$ cat config.mk
export PLATFORM = sky130hd
export DESIGN_NAME = dma_irq_agg
export DESIGN_NICKNAME = d
export VERILOG_FILES = /design/src/rtl/dma_irq_agg_pkg.sv /design/src/rtl/dma_irq_status.sv /design/src/rtl/dma_irq_regs.sv /design/src/rtl/dma_irq_fsm.sv /design/src/rtl/dma_irq_agg.sv
export SDC_FILE = /design/constraint.sdc
export NUM_CORES = 1
export LEC_CHECK = 0
export BUFFER_PORTS_ARGS = -buffer_cell sky130_fd_sc_hd__buf_4
export CAP_MARGIN = 20
export CORE_MARGIN = 2
export CORE_UTILIZATION = 42
export CTS_BUF_LIST = sky130_fd_sc_hd__clkbuf_8 sky130_fd_sc_hd__clkbuf_16
export CTS_CLUSTER_DIAMETER = 200
export DETAILED_ROUTE_END_ITERATION = 10
export HOLD_SLACK_MARGIN = 0.12
export PLACE_DENSITY = 0.86
export SYNTH_ARGS = -nofsm -noshare
export SYNTH_HDL_FRONTEND = slang
export SYNTH_SLANG_ARGS = --single-unit
$ cat constraint.sdc
create_clock -name clk -period 4.2 [get_ports clk]
set_clock_uncertainty 0.15 [all_clocks]
set_input_delay 0.63 -clock clk [delete_from_list [all_inputs] [get_ports clk]]
set_output_delay 0.63 -clock clk [all_outputs]
set_load 0.05 [all_outputs]
$ cat src/rtl/dma_irq_agg_pkg.sv
package dma_irq_agg_pkg;

    localparam int OFS_W = 20;
    localparam logic [OFS_W-1:0] OFS_STATUS  = 20'h80000;
    localparam logic [OFS_W-1:0] OFS_PENDING = 20'h80004;
    localparam logic [OFS_W-1:0] OFS_ENABLE  = 20'h80008;
    localparam logic [OFS_W-1:0] OFS_CTRL    = 20'h00034;

    typedef enum logic [2:0] {
        SEL_NONE,
        SEL_STATUS,
        SEL_PENDING,
        SEL_ENABLE,
        SEL_CTRL
    } reg_sel_e;

    typedef enum logic {
        IRQ_IDLE,
        IRQ_ACTIVE
    } irq_state_e;

endpackage

$ cat src/rtl/dma_irq_status.sv
module dma_irq_status #(
    parameter int NUM_CH = 8
) (
    input  logic              clk,
    input  logic              rst_n,
    input  logic [NUM_CH-1:0] done_i,
    input  logic [NUM_CH-1:0] clr_i,
    output logic [NUM_CH-1:0] status_o
);

    for (genvar g = 0; g < NUM_CH; g++) begin : g_flag
        always_ff @(posedge clk or negedge rst_n) begin
            if (!rst_n) begin
                status_o[g] <= 1'b0;
            end else begin
                status_o[g] <= done_i[g] | (status_o[g] & ~clr_i[g]);
            end
        end
    end

    // a pulse always lands in its flag
    p_done_sets_r2: assert property (@(posedge clk) disable iff (!rst_n)
        (done_i != '0) |=> ((status_o & $past(done_i)) == $past(done_i)));

    // no flag rises without a pulse
    p_no_spurious_r2: assert property (@(posedge clk) disable iff (!rst_n)
        (done_i == '0) |=> ((status_o & ~$past(status_o)) == '0));

    // cleared flags without a colliding pulse drop
    p_clear_r3: assert property (@(posedge clk) disable iff (!rst_n)
        ((clr_i & ~done_i) != '0) |=> ((status_o & $past(clr_i & ~done_i)) == '0));

endmodule

$ cat src/rtl/dma_irq_regs.sv
module dma_irq_regs
    import dma_irq_agg_pkg::*;
#(
    parameter int NUM_CH = 8,
    parameter int ADDR_W = 20
) (
    input  logic              clk,
    input  logic              rst_n,
    input  logic [ADDR_W-1:0] addr_i,
    input  logic              we_i,
    input  logic [31:0]       wdata_i,
    input  logic [NUM_CH-1:0] status_i,
    output logic [NUM_CH-1:0] clr_o,
    output logic [NUM_CH-1:0] pending_o,
    output logic [31:0]       rdata_o,
    output logic              mode_o
);

    reg_sel_e          sel;
    logic [NUM_CH-1:0] enable_q;
    logic              mode_q;
    logic              unused_ok;

    always_comb begin
        if      (addr_i == ADDR_W'(OFS_STATUS))  sel = SEL_STATUS;
        else if (addr_i == ADDR_W'(OFS_PENDING)) sel = SEL_PENDING;
        else if (addr_i == ADDR_W'(OFS_ENABLE))  sel = SEL_ENABLE;
        else if (addr_i == ADDR_W'(OFS_CTRL))    sel = SEL_CTRL;
        else                                     sel = SEL_NONE;
    end

    assign clr_o     = (we_i && sel == SEL_STATUS) ? wdata_i[NUM_CH-1:0] : '0;
    assign pending_o = status_i & enable_q;
    assign mode_o    = mode_q;
    assign unused_ok = ^wdata_i;

    always_ff @(posedge clk or negedge rst_n) begin
        if (!rst_n) begin
            enable_q <= '0;
            mode_q   <= 1'b0;
        end else if (we_i) begin
            if (sel == SEL_ENABLE) enable_q <= wdata_i[NUM_CH-1:0];
            if (sel == SEL_CTRL)   mode_q   <= wdata_i[0];
        end
    end

    always_comb begin
        unique case (sel)
            SEL_STATUS:  rdata_o = 32'(status_i);
            SEL_PENDING: rdata_o = 32'(pending_o);
            SEL_ENABLE:  rdata_o = 32'(enable_q);
            SEL_CTRL:    rdata_o = {31'd0, mode_q};
            default:     rdata_o = 32'd0;
        endcase
    end

    // mask only moves on its own write
    p_enable_hold_r7: assert property (@(posedge clk) disable iff (!rst_n)
        !(we_i && sel == SEL_ENABLE) |=> $stable(enable_q));

    // mode flag only moves on its own write
    p_mode_hold_r9: assert property (@(posedge clk) disable iff (!rst_n)
        !(we_i && sel == SEL_CTRL) |=> $stable(mode_q));

endmodule

$ cat src/rtl/dma_irq_fsm.sv
module dma_irq_fsm
    import dma_irq_agg_pkg::*;
#(
    parameter int NUM_CH = 8
) (
    input  logic              clk,
    input  logic              rst_n,
    input  logic [NUM_CH-1:0] pending_i,
    output logic              irq_o
);

    irq_state_e state_q, state_d;

    always_comb begin
        state_d = state_q;
        unique case (state_q)
            IRQ_IDLE:   if (pending_i != '0) state_d = IRQ_ACTIVE; // ASSERT
            IRQ_ACTIVE: if (pending_i == '0) state_d = IRQ_IDLE;   // RELEASE
            default:    state_d = IRQ_IDLE;
        endcase
    end

    always_ff @(posedge clk or negedge rst_n) begin
        if (!rst_n) state_q <= IRQ_IDLE;
        else        state_q <= state_d;
    end

    always_comb begin
        irq_o = (state_q == IRQ_ACTIVE);
    end

    // line follows pending one cycle later
    p_irq_rise_r8: assert property (@(posedge clk) disable iff (!rst_n)
        (pending_i != '0) |=> irq_o);

    p_irq_fall_r8: assert property (@(posedge clk) disable iff (!rst_n)
        (pending_i == '0) |=> !irq_o);

endmodule

$ cat src/rtl/dma_irq_agg.sv
module dma_irq_agg #(
    parameter int NUM_CH = 8,
    parameter int ADDR_W = 20
) (
    input  logic              clk,
    input  logic              rst_n,
    input  logic [NUM_CH-1:0] chan_done,
    input  logic [ADDR_W-1:0] reg_addr,
    input  logic              reg_we,
    input  logic [31:0]       reg_wdata,
    output logic [31:0]       reg_rdata,
    output logic              irq,
    output logic              addr32_mode
);

    logic [NUM_CH-1:0] status;
    logic [NUM_CH-1:0] clr;
    logic [NUM_CH-1:0] pending;

    initial begin
        assert (NUM_CH >= 1 && NUM_CH <= 32) else $error("NUM_CH out of range");
        assert (ADDR_W >= 20) else $error("ADDR_W too narrow");
    end

    dma_irq_status #(.NUM_CH(NUM_CH)) u_status (
        .clk      (clk),
        .rst_n    (rst_n),
        .done_i   (chan_done),
        .clr_i    (clr),
        .status_o (status)
    );

    dma_irq_regs #(.NUM_CH(NUM_CH), .ADDR_W(ADDR_W)) u_regs (
        .clk       (clk),
        .rst_n     (rst_n),
        .addr_i    (reg_addr),
        .we_i      (reg_we),
        .wdata_i   (reg_wdata),
        .status_i  (status),
        .clr_o     (clr),
        .pending_o (pending),
        .rdata_o   (reg_rdata),
        .mode_o    (addr32_mode)
    );

    dma_irq_fsm #(.NUM_CH(NUM_CH)) u_fsm (
        .clk       (clk),
        .rst_n     (rst_n),
        .pending_i (pending),
        .irq_o     (irq)
    );

    // a colliding pulse wins over the clear
    p_collide_r4: assert property (@(posedge clk) disable iff (!rst_n)
        ((chan_done & clr) != '0) |=> ((status & $past(chan_done & clr)) == $past(chan_done & clr)));

endmodule

# ---- Yosys cells after proc, flatten, opt, wreduce, memory -nomap -nowiden
# Cells that the tools add are included.
dict set report totals {
  register_bits 18
  latchBits 0
  mem_bits_rw 0
  romBits 0
  output_inout_bits 34
  memories 0
}
dict set report op_classes {
  n_addsub 0
  n_mul 0
  n_div 0
  magnitude_cmp 0
  n_eq_ne 8
  n_shift 0
  muxes 9
  bitwise_logic 26
  reduce_logical 5
}
# op n
set ops {}
lappend ops {{$eq 20x20->1 const B} 3}
lappend ops {{$pmux 8 s4} 1}
lappend ops {{$eq 20x6->1 const B} 1}
lappend ops {{$mux 3} 4}
lappend ops {{$not 1->1} 9}
lappend ops {{$and 1x1->1} 8}
lappend ops {{$and 8x8->8} 1}
lappend ops {{$logic_not 8->1} 1}
lappend ops {{$mux 8} 1}
lappend ops {{$or 1x1->1} 8}
lappend ops {{$reduce_bool 8->1} 1}
lappend ops {{$eq 3x2->1 const B} 2}
lappend ops {{$reduce_and 2->1} 2}
lappend ops {{$eq 3x1->1 const B} 1}
lappend ops {{$eq 3x3->1 const B} 1}
lappend ops {{$mux 1} 2}
lappend ops {{$pmux 1 s2} 1}
lappend ops {{$logic_and 1x1->1} 1}

# ---- Depth between registers and ports, before layout
dict set report logic_depth {
  word_depth 11
  mapped_depth 5
  mapped_depth_nobuf 4
}

# ---- Cells and area by module
# Synthesis repeated with hierarchy kept, for this count alone.
dict set report hier_totals {
  hier_cells 146
  area_unflattened_um2 1277.5
}
# module instances cells_each area_per_inst_um2 seq_area_each_um2
set modules_own_cells {}
lappend modules_own_cells {dma_irq_regs 1 118 945.9 225.2}
lappend modules_own_cells {dma_irq_status 1 24 290.3 200.2}
lappend modules_own_cells {dma_irq_fsm 1 4 41.3 25.0}

# ---- Worst setup path after synthesis
# OpenSTA, ideal clock, no wires.
dict set report synth_timing {
  kind {input to output}
  start {input reg_addr[12]}
  end {output reg_rdata[0]}
  arrival_ns 2.754
  slack_ns 0.666
  stages 4
  n_path_buf 0
  path_cell_list {or4_4 -> nor2_1 -> nand4_1 -> o21ai_0}
}
dict set report synth_between {
  elab_chain_len 7
  elab_cells_between_ends 13
  cone_classes {eq/ne: 8; mux: 5}
}
# item line
set synth_rtl {}
lappend synth_rtl {{start: declaration} dma_irq_agg.sv:8} ;# input logic [ADDR_W-1:0] reg_addr,
lappend synth_rtl {{$eq 20x6->1} dma_irq_regs.sv:28} ;# else if (addr_i == ADDR_W'(OFS_CTRL)) sel = SEL_CTRL;
lappend synth_rtl {{$mux 3} dma_irq_regs.sv:28}
lappend synth_rtl {{$mux 3} dma_irq_regs.sv:27} ;# else if (addr_i == ADDR_W'(OFS_ENABLE)) sel = SEL_ENABLE;
lappend synth_rtl {{$mux 3} dma_irq_regs.sv:26} ;# else if (addr_i == ADDR_W'(OFS_PENDING)) sel = SEL_PENDING;
lappend synth_rtl {{$mux 3 *} dma_irq_regs.sv:25} ;# if (addr_i == ADDR_W'(OFS_STATUS)) sel = SEL_STATUS;
lappend synth_rtl {{$eq 3x3->1, or another cell as far along} dma_irq_regs.sv:48} ;# unique case (sel)
lappend synth_rtl {{$pmux 8 s4 *} dma_irq_regs.sv:48}
lappend synth_rtl {{end: declaration} dma_irq_agg.sv:11} ;# output logic [31:0] reg_rdata,
# Mark *: on every way between the ends. The rest lies on a longest branch, timed or not.

# ---- Worst setup path in the final report
# Ends and elaborated chain as after synthesis.

==> flow_summary.ini <==
[grt]
grt_pass1_wl_mm = 4.02
antenna_found_initial = 0
grt_max_degree = 19
grtUsageTotal_pct = 15.7
grt_pass1_vias = 932
gr-total-overflow = 0

[synthesis]
synth-simple-area-share_pct = 18.6
synth.area.mux_share_pct = 8.49
ys_warn_count = 0
seq_area_frac_synth_pct = 37.7
synth_compound_area_share_pct = 16.4
synth_top_family_by_area = simple AND/OR/NAND/NOR gates
synth_cells = 131
synth.cell_area_mm2 = 0.00119
synth_xor_area_share_pct = 0
ys_seq_elements = 18
synth.distinct_cells = 22
yosys.area_share.adder_pct = 0
avgSynthCellArea_um2 = 9.11

[clock_tree]
cts_root_buffer = clkbuf_8
cts_buffer_depth = 2
numCtsBuffers = 3
cts_tree = done
path_clk_slew_ns = 0.06
htree_levels = 1
clock_latency_ns = 0.26
clock-sinks = 18

[routing]
drt-initial-drc-count = 30
dr.pass1.iters = 4
drc = 0
wl_per_cell_um = 12.0
viasPerCell = 5.04
drt-total-wl_mm = 2.54
ant_nets = 0
vias = 1069

[place]
hpwl_mm = 2.02
gp_congestion = 0.732
buffer_ports.inserted = 48

[final_layout]
multi_input_area_um2 = 608
synthToLayoutAreaGrowth_pct = 30.4
layout_common_cells = 48 x buf_4, 24 x conb_1, 18 x nor2_1, 18 x dfrtp_1
fill_cells = 259
n_antenna_cell = 0
post_route_cells_drive_above_1_share_pct = 35.4
final_common_cell = buf_4
seq_area_um2 = 450
fin_nets = 245

[timing]
slew_headroom_pct = 54.3
tns_ns = 0
fmax_mhz = 320
final_max_slew_viol_count = 0
finalHoldViolations = 0
rsz0062_at_grt = false
timing.final.crit_share_pct = 74.4
worstMarginPinSlew_ns = 0.684
fin_crit_ns = 3.13
setup_viol_count_final = 0

[power_and_ir_drop]
ir_worst_vdd_mv = 0.189
powerDensity_mw_per_mm2 = 265
total_leakage_power_nw = 0.761
power.total_mw = 0.412

[floorplan]
fp.dieW_um = 57.3
die_area_mm2 = 0.00328
core_area_mm2 = 0.00273
die_h_um = 57.3
start_util_pct = 43.7
num_io_pins = 97
placementRows = 19

[critical_path]
crit_arrival_ns = 2.35
end_kind = primary output
required_ns = 3.42
cp_max_fo = 8
crit_path_start_kind = primary input
worst-setup-path-type = primary input to primary output

[hold_path]
hp-class = register to register

[run_status]
outcome = completed

[flow_run]
cap_violations = 0
state kept, by name, indices dropped and copies added (netlist names):
signal             flops
u_fsm.irq_o            1
u_regs.enable_q        8
u_regs.mode_o          1
u_status.status_o      8
timing repair:
item / CTS / global route
endpoints found under the hold margin: 18 / 0
resized for setup: 0 / 0
setup endpoints to repair: 0 / 0
hold buffers: 1 / 0
buffers inserted: 0 / 0
routing by layer:
| layer | vias to the layer above | share of wire [%] | global-route usage [%] | wire, um |
|---|---|---|---|---|
| met2 | 48 | 48 | 25.9 | 1230 |
| li1 | 526 | - | - | - |
| met1 | 490 | 41 | 19.9 | 1030 |
| met5 | - | 0 | 0 | 0 |
| met4 | 0 | 1.7 | 6.98 | 42 |
| met3 | 5 | 9.1 | 3.40 | 230 |
metrics by stage:
step	util, %	cells	hold slack [ns]	cell area [um^2]	setup slack [ns]
6_report	56.9	212	0.397	1560	1.07
3_5_place_dp	54.6	207	0.356	1490	1.10
5_1_grt	56.9	212	0.404	1560	0.963
4_1_cts	56.9	212	0.394	1560	1.08
3_3_place_gp	54.6	207	0.354	1490	1.11
2_1_floorplan	-	154	0.184	1280	0.666
layout make-up:
cell class / instances / area share [%]
multi-input combinational: 101 / 39.1
inverter: 9 / 2.17
clock buffer: 4 / 3.54
timing repair buffer: 49 / 23.8
sequential: 18 / 28.9
tap: 31 / 2.49
power breakdown:
group	leakage [nW]	total [mW]	switching (mW)	internal, mW
clock network	0.0288	0.140	0.0565	0.0834
logic	0.523	0.0993	0.0675	0.0317
registers	0.210	0.173	0.00000285	0.173
Yosys cell counts:
cell type	instances	area (um^2)
buf_4	24	180
dfrtp_1	18	450
nor2_1	18	67.6
inv_1	9	33.8
mux2_2	9	101
o21ai_0	9	45.0
a2bb2oi_1	8	70.1
a31oi_1	8	50.1
a22oi_1	4	30.0
nand3_1	4	20.0
nor4_1	4	25.0
nand4_1	3	18.8
clkbuf_1	2	7.51
nor3_1	2	10.0
or4_4	2	22.5
and4_1	1	8.76
conb_1	1	3.75
nand2_1	1	3.75
nor2b_1	1	6.26
nor3b_1	1	7.51
nor4_4	1	21.3
nor4bb_1	1	10.0
cells by family after synthesis:
kind of cell,after synthesis
compound gates,29
buf+inv,35
flops,18
mux,9
other cells,1
simple gates,39
worst paths after layout:
path | start | endpoint | slack (ns) | cells past startpoint
max | reg_addr[12] | reg_rdata[0] | 1.07 | 6
min | u_regs.mode_o | u_regs.mode_o | 0.40 | 1
max reg2reg | u_regs.enable_q[2] | u_fsm.irq_o | 3.19 | 2
min reg2reg | u_regs.mode_o | u_regs.mode_o | 0.40 | 1
max in group asynchronous | rst_n | u_regs.enable_q[1] | 3.10 | 2
min in group asynchronous | rst_n | u_status.status_o[7] | 0.61 | 2
critical path, cell delays in order:
cell     delay (ns)
buf_4          0.11
or4_4          0.55
nor2_1         0.20
nand4_1        0.33
o21ai_0        0.29
buf_4          0.23
(Power assumes the default switching activity.)
